$ cat config.mk
export PLATFORM = sky130hd
export DESIGN_NAME = ckpt_core
export DESIGN_NICKNAME = d
export VERILOG_FILES = /design/src/rtl/ckpt_pkg.sv /design/src/rtl/ckpt_regfile.sv /design/src/rtl/ckpt_storebuf.sv /design/src/rtl/ckpt_snoop.sv /design/src/rtl/ckpt_core.sv
export SDC_FILE = /design/constraint.sdc
export NUM_CORES = 2
export LEC_CHECK = 0
export BUFFER_PORTS_ARGS = -buffer_cell sky130_fd_sc_hd__buf_2
export CORE_MARGIN = 4
export CORE_UTILIZATION = 50
export DETAILED_ROUTE_END_ITERATION = 8
export GPL_TIMING_DRIVEN = 0
export PLACE_DENSITY = 0.68
export SYNTH_ARGS = -nofsm -noshare
export SYNTH_HDL_FRONTEND = slang
export SYNTH_SLANG_ARGS = --single-unit
$ cat constraint.sdc
create_clock -name clk -period 11.6 [get_ports clk]
set_clock_uncertainty 0.1 [all_clocks]
set_input_delay 0.58 -clock clk [delete_from_list [all_inputs] [get_ports clk]]
set_output_delay 0.58 -clock clk [all_outputs]
set_load 0.02 [all_outputs]
$ cat src/rtl/ckpt_pkg.sv
package ckpt_pkg;
    localparam int DW = 32;
    localparam int AW = 16;
    localparam int NB = DW / 8;

    typedef struct packed {
        logic [AW-1:0] addr;
        logic [DW-1:0] data;
        logic [NB-1:0] be;
    } st_entry_t;

    function automatic logic [DW-1:0] lo_byte_merge(input logic [DW-1:0] old_v,
                                                    input logic [DW-1:0] new_v,
                                                    input logic          lo_only);
        return lo_only ? {old_v[DW-1:8], new_v[7:0]} : new_v;
    endfunction
endpackage

$ cat src/rtl/ckpt_regfile.sv
module ckpt_regfile import ckpt_pkg::*; #(
    parameter int NREG = 8,
    localparam int IW = $clog2(NREG)
) (
    input  logic          clk,
    input  logic          rst,
    input  logic          wr_en,
    input  logic [IW-1:0] wr_idx,
    input  logic [DW-1:0] wr_data,
    input  logic          wr_lo_only,
    input  logic          commit,
    input  logic          rollback,
    input  logic [IW-1:0] rd_idx,
    output logic [DW-1:0] rd_work,
    output logic [DW-1:0] rd_shadow
);
    logic [DW-1:0] work_q [NREG];
    logic [DW-1:0] shad_q [NREG];

    for (genvar g = 0; g < NREG; g++) begin : g_reg
        logic [DW-1:0] nxt;
        always_comb begin
            nxt = work_q[g];
            if (wr_en && wr_idx == IW'(g))
                nxt = lo_byte_merge(work_q[g], wr_data, wr_lo_only);
        end
        always_ff @(posedge clk) begin
            if (rst) begin
                work_q[g] <= '0;
                shad_q[g] <= '0;
            end else if (rollback) begin
                work_q[g] <= shad_q[g];
            end else begin
                work_q[g] <= nxt;
                if (commit) shad_q[g] <= nxt;
            end
        end
    end

    assign rd_work   = work_q[rd_idx];
    assign rd_shadow = shad_q[rd_idx];
endmodule

$ cat src/rtl/ckpt_storebuf.sv
module ckpt_storebuf import ckpt_pkg::*; #(
    parameter int DEPTH = 8,
    localparam int CW = $clog2(DEPTH + 1)
) (
    input  logic      clk,
    input  logic      rst,
    input  logic      st_valid,
    input  st_entry_t st_entry,
    output logic      st_stall,
    input  logic      commit,
    input  logic      rollback,
    output logic      mem_wvalid,
    input  logic      mem_wready,
    output st_entry_t mem_entry,
    output st_entry_t ent_q [DEPTH],
    output logic [CW-1:0] cnt_q
);
    logic drain_q;
    logic full, push, pop;

    assign full       = (cnt_q == CW'(DEPTH));
    assign push       = st_valid && !full && !drain_q && !rollback;
    assign st_stall   = st_valid && (full || drain_q);
    assign mem_wvalid = drain_q && (cnt_q != '0);
    assign mem_entry  = ent_q[0];
    assign pop        = mem_wvalid && mem_wready;

    always_ff @(posedge clk) begin
        if (rst) begin
            cnt_q   <= '0;
            drain_q <= 1'b0;
            for (int i = 0; i < DEPTH; i++) ent_q[i] <= '0;
        end else if (drain_q) begin
            if (pop) begin
                for (int i = 0; i < DEPTH - 1; i++) ent_q[i] <= ent_q[i+1];
                cnt_q <= cnt_q - 1'b1;
                if (cnt_q == CW'(1)) drain_q <= 1'b0;
            end
        end else if (rollback) begin
            cnt_q <= '0;
        end else begin
            if (push) begin
                for (int i = 0; i < DEPTH; i++)
                    if (cnt_q == CW'(i)) ent_q[i] <= st_entry;
                cnt_q <= cnt_q + 1'b1;
            end
            if (commit && (cnt_q != '0 || push)) drain_q <= 1'b1;
        end
    end
endmodule

$ cat src/rtl/ckpt_snoop.sv
module ckpt_snoop import ckpt_pkg::*; #(
    parameter int DEPTH = 8,
    localparam int CW = $clog2(DEPTH + 1)
) (
    input  st_entry_t     ent [DEPTH],
    input  logic [CW-1:0] cnt,
    input  logic [AW-1:0] ld_addr,
    input  logic [DW-1:0] ld_mem_data,
    output logic [DW-1:0] ld_data
);
    always_comb begin
        ld_data = ld_mem_data;
        for (int i = 0; i < DEPTH; i++) begin
            if (CW'(i) < cnt && ent[i].addr == ld_addr) begin
                for (int b = 0; b < NB; b++)
                    if (ent[i].be[b]) ld_data[8*b +: 8] = ent[i].data[8*b +: 8];
            end
        end
    end
endmodule

$ cat src/rtl/ckpt_core.sv
module ckpt_core import ckpt_pkg::*; #(
    parameter int NREG     = 8,
    parameter int SB_DEPTH = 8,
    localparam int IW = $clog2(NREG),
    localparam int CW = $clog2(SB_DEPTH + 1)
) (
    input  logic          clk,
    input  logic          rst,
    input  logic          wr_en,
    input  logic [IW-1:0] wr_idx,
    input  logic [DW-1:0] wr_data,
    input  logic          wr_lo_only,
    input  logic [IW-1:0] rd_idx,
    output logic [DW-1:0] rd_work,
    output logic [DW-1:0] rd_shadow,
    input  logic          st_valid,
    input  logic [AW-1:0] st_addr,
    input  logic [DW-1:0] st_data,
    input  logic [NB-1:0] st_be,
    output logic          st_stall,
    input  logic [AW-1:0] ld_addr,
    input  logic [DW-1:0] ld_mem_data,
    output logic [DW-1:0] ld_data,
    input  logic          commit,
    input  logic          rollback,
    output logic          mem_wvalid,
    input  logic          mem_wready,
    output logic [AW-1:0] mem_waddr,
    output logic [DW-1:0] mem_wdata,
    output logic [NB-1:0] mem_wbe
);
    st_entry_t     st_in, head;
    st_entry_t     ents [SB_DEPTH];
    logic [CW-1:0] cnt;

    assign st_in = '{addr: st_addr, data: st_data, be: st_be};

    ckpt_regfile #(.NREG(NREG)) u_rf (
        .clk, .rst, .wr_en, .wr_idx, .wr_data, .wr_lo_only,
        .commit, .rollback, .rd_idx, .rd_work, .rd_shadow
    );

    ckpt_storebuf #(.DEPTH(SB_DEPTH)) u_sb (
        .clk, .rst, .st_valid, .st_entry(st_in), .st_stall,
        .commit, .rollback, .mem_wvalid, .mem_wready,
        .mem_entry(head), .ent_q(ents), .cnt_q(cnt)
    );

    ckpt_snoop #(.DEPTH(SB_DEPTH)) u_sn (
        .ent(ents), .cnt, .ld_addr, .ld_mem_data, .ld_data
    );

    assign mem_waddr = head.addr;
    assign mem_wdata = head.data;
    assign mem_wbe   = head.be;
endmodule

==> flow_summary.toml <==
[worst_setup_path]
cp.arrival_ps = 4560
cp-startpoint = "u_sb.cnt_q[3]$_SDFFE_PP0P_"
cp.required_ps = 10920
crit_fanout = 10
critPathKind = "flip-flop to output pin"
rr_startpoint = "u_sb.cnt_q[0]$_SDFFE_PP0P_"
worstSetupStartpointType = "flip-flop"
cp-end-kind = "output pin"

[yosys]
ys_seq_area_frac = 0.491
synth-main-ff-cell = "edfxtp_1"
synth_xor_area_frac = 0.0235
synth-simple-area-share = 0.139
synth_top_family_by_area = "compound AO/OA/AOI/OAI gates"
synth_seq_cells = 933
ys_async_sr_fraction = 0
synth_edf_count = 512
synth_compound_area_frac = 0.163
synth_area_um2 = 48500
synthCells = 5003
muxShareOfSynthArea = 0.127
synthAdderAreaFrac = 0.00155
syn_avg_cell_area_um2 = 9.69
synth_cell_types = 57
yosysWarnings = 0

[drt]
first_pass_iters = 6
routedWlPerCell_um = 25.3
drtIter0Drc = 4791
drt.antenna.violating_nets = 0
num_vias = 42300
drt_wl_total_mm = 177
drcViolationCount = 0
viasPerCell = 6.06

[grt]
antenna_found_initial = 11
grt_util_all_layers = 0.335
grt_pass1_wl_mm = 260
grt_pass1_vias = 41600
grt_max_degree = 60
grt-ovfl-total = 0

[worst_hold_path]
hp-class = "input port to flip-flop"
hold_path_startpoint = "st_data[18]"

[final_layout]
area_growth_pct = 15.4
drive_above_1_share = 0.132
fin_nets = 5771
final_common_cell = "nor2_1"
finalCoreUtilization = 0.585
mostFrequentLayoutCells = "nor2_1 (1,144), a21oi_1 (718), edfxtp_1 (512)"
postLayoutCellArea_um2 = 55900

[floorplanning]
fp.dieH_um = 319
dieArea_um2 = 102000
initial_utilization = 0.507
num_rows = 113
ioPinCount = 296
die-width_um = 319
coreArea_um2 = 95600

[sta]
rsz0062_at_grt = "false"
hold_viol = 0
slew_violations = 0
max_freq_mhz = 191
final.setup.tns_ps = 0
setup_viol = 0
fin_ws_ps = 6360
relSlewSlack = 0.0432
fin_crit_sh = 0.452
tightest_slew_ps = 1420
period_needed_ps = 5240

[clocking]
cts_inserted_buffers = 103
tritoncts = "done"
h-tree-depth = 3
clkSinkCount = 933
cts_setup_buffers = 0
clk_path_buf_depth = 3
clock_latency_ps = 700
path_clk_slew_ps = 60
cts_root_buf = "clkbuf_16"

[place]
portBuffers = 240
gp_congestion = 0.973
dp_hpwl_mm = 131
place_ws_ps = 6900
placed_cell_area_um2 = 52400

[flow_run]
cap_violations = 0

[power_and_ir_drop]
p_per_area_nw_per_um2 = 154
p_leak_nw = 19.6
ir_drop_mv = 0.145

[outcome]
outcome = "finished clean"
==> area by class of cell <==
type	count	area [um2]
Buffer	554	2380
Fill cell	8533	39600
Inverter	74	278
Tap cell	1265	1580
Sequential cell	933	23800
Timing Repair Buffer	256	1430
Antenna cell	7	17.5
Multi-Input combinational cell	3697	23000
Clock inverter	59	654
Clock buffer	130	2770
==> path summary, 6_finish.rpt <==
check / slack [ps] / end / depth (start not counted)
min: 40 / u_sb.ent_q[22]$_SDFFE_PP0P_ / 3
max: 6360 / ld_data[15] / 8
max reg2reg: 7730 / u_sb.ent_q[178]$_SDFFE_PP0P_ / 9
min reg2reg: 370 / u_sb.ent_q[9]$_SDFFE_PP0P_ / 2
==> routing by layer <==
metal / track usage / wire length, um
met3: 0.0747 / 17200
met2: 0.567 / 84700
met4: 0.165 / 9860
met5: 0 / 56
met1: 0.406 / 64900
==> cell usage after synthesis (2+ instances only) <==
cell          n  area share
buf_2        63      0.0065
nand3_2       4     0.00083
a31o_2        4     0.00072
nand2_1     183       0.014
nor2b_1      11      0.0014
a211oi_1    365       0.057
nand3_1      51      0.0053
a2111oi_4     4      0.0023
nor3_2        6      0.0012
and3_1       13      0.0017
and2_1       54      0.0070
a21oi_1     719       0.074
nor3b_1       2     0.00031
xnor2_1      83       0.015
buf_4        60      0.0093
o211ai_1     32      0.0050
a32oi_1       2     0.00036
buf_1        58      0.0045
a22o_1       33      0.0060
nor3_1        7     0.00072
inv_1        73      0.0057
nand4_1      51      0.0066
nor4_2        8      0.0021
nor2_1     1144       0.089
clkbuf_1    373       0.029
nand4b_1     36      0.0065
mux2i_1     256       0.053
mux4_2      128       0.059
xor2_1       47      0.0085
edfxtp_1    512        0.32
dfxtp_1     421        0.17
nand2b_1      2     0.00026
o21ai_0      38      0.0039
mux2_2       64       0.015
o311ai_1      4     0.00072
o311ai_0     28      0.0051
a41oi_1       2     0.00036
nor4_1        7     0.00090
o311a_1      32      0.0066
ha_1          6      0.0015
==> through the flow <==
stage / cells / power (W) / hold WS (ps)
floorplan: 5258 / 0.00478 / 350
global placement: 6763 / 0.00524 / 359
detailed placement: 6769 / 0.00526 / 368
CTS: 6968 / 0.00860 / 0.481
global route: 6968 / 0.00888 / 11.9
finish: 6975 / 0.00862 / 38.7
==> state kept, by name, indices dropped and copies added, names as in the netlist <==
register,cells
u_rf.shad_q,256
u_rf.work_q,256
u_sb.cnt_q,4
u_sb.drain_q,1
u_sb.ent_q,416
==> report_power, final <==
part           leakage, nW  switching, W  internal [W]  total (W)
Clock                 1.66       0.00146       0.00193    0.00338
Sequential            8.78      0.000161       0.00372    0.00389
Combinational         9.14      0.000882      0.000468    0.00135
Total                 19.6       0.00250       0.00612    0.00862
==> worst max-delay path: stages (launching register included) <==
cell and delay, ps:
dfxtp_1 480, clkbuf_1 430, o31ai_1 260, nor4_1 940, nand3_1 760, nand3_1 370, o211ai_1 150, a21oi_1 260
buf_2 220
==> cell families (layout without fill, tap and decap cells) <==
logic type | Yosys count | in the layout
and+or+nand+nor | 1586 | 1586
AOI/OAI and AO/OA | 1271 | 1271
DFF | 933 | 933
buffers and inverters | 628 | 1073
muxes | 448 | 448
xor gates and xnor gates | 130 | 130
adders and majority gates | 6 | 6
other | 1 | 263
==> what timing repair did <==
action                    CTS  global route
hold buffers               10             0
hold endpoints to repair   10             0
gates resized for setup     0             0
No activity file was read; power rests on OpenSTA's default activity.
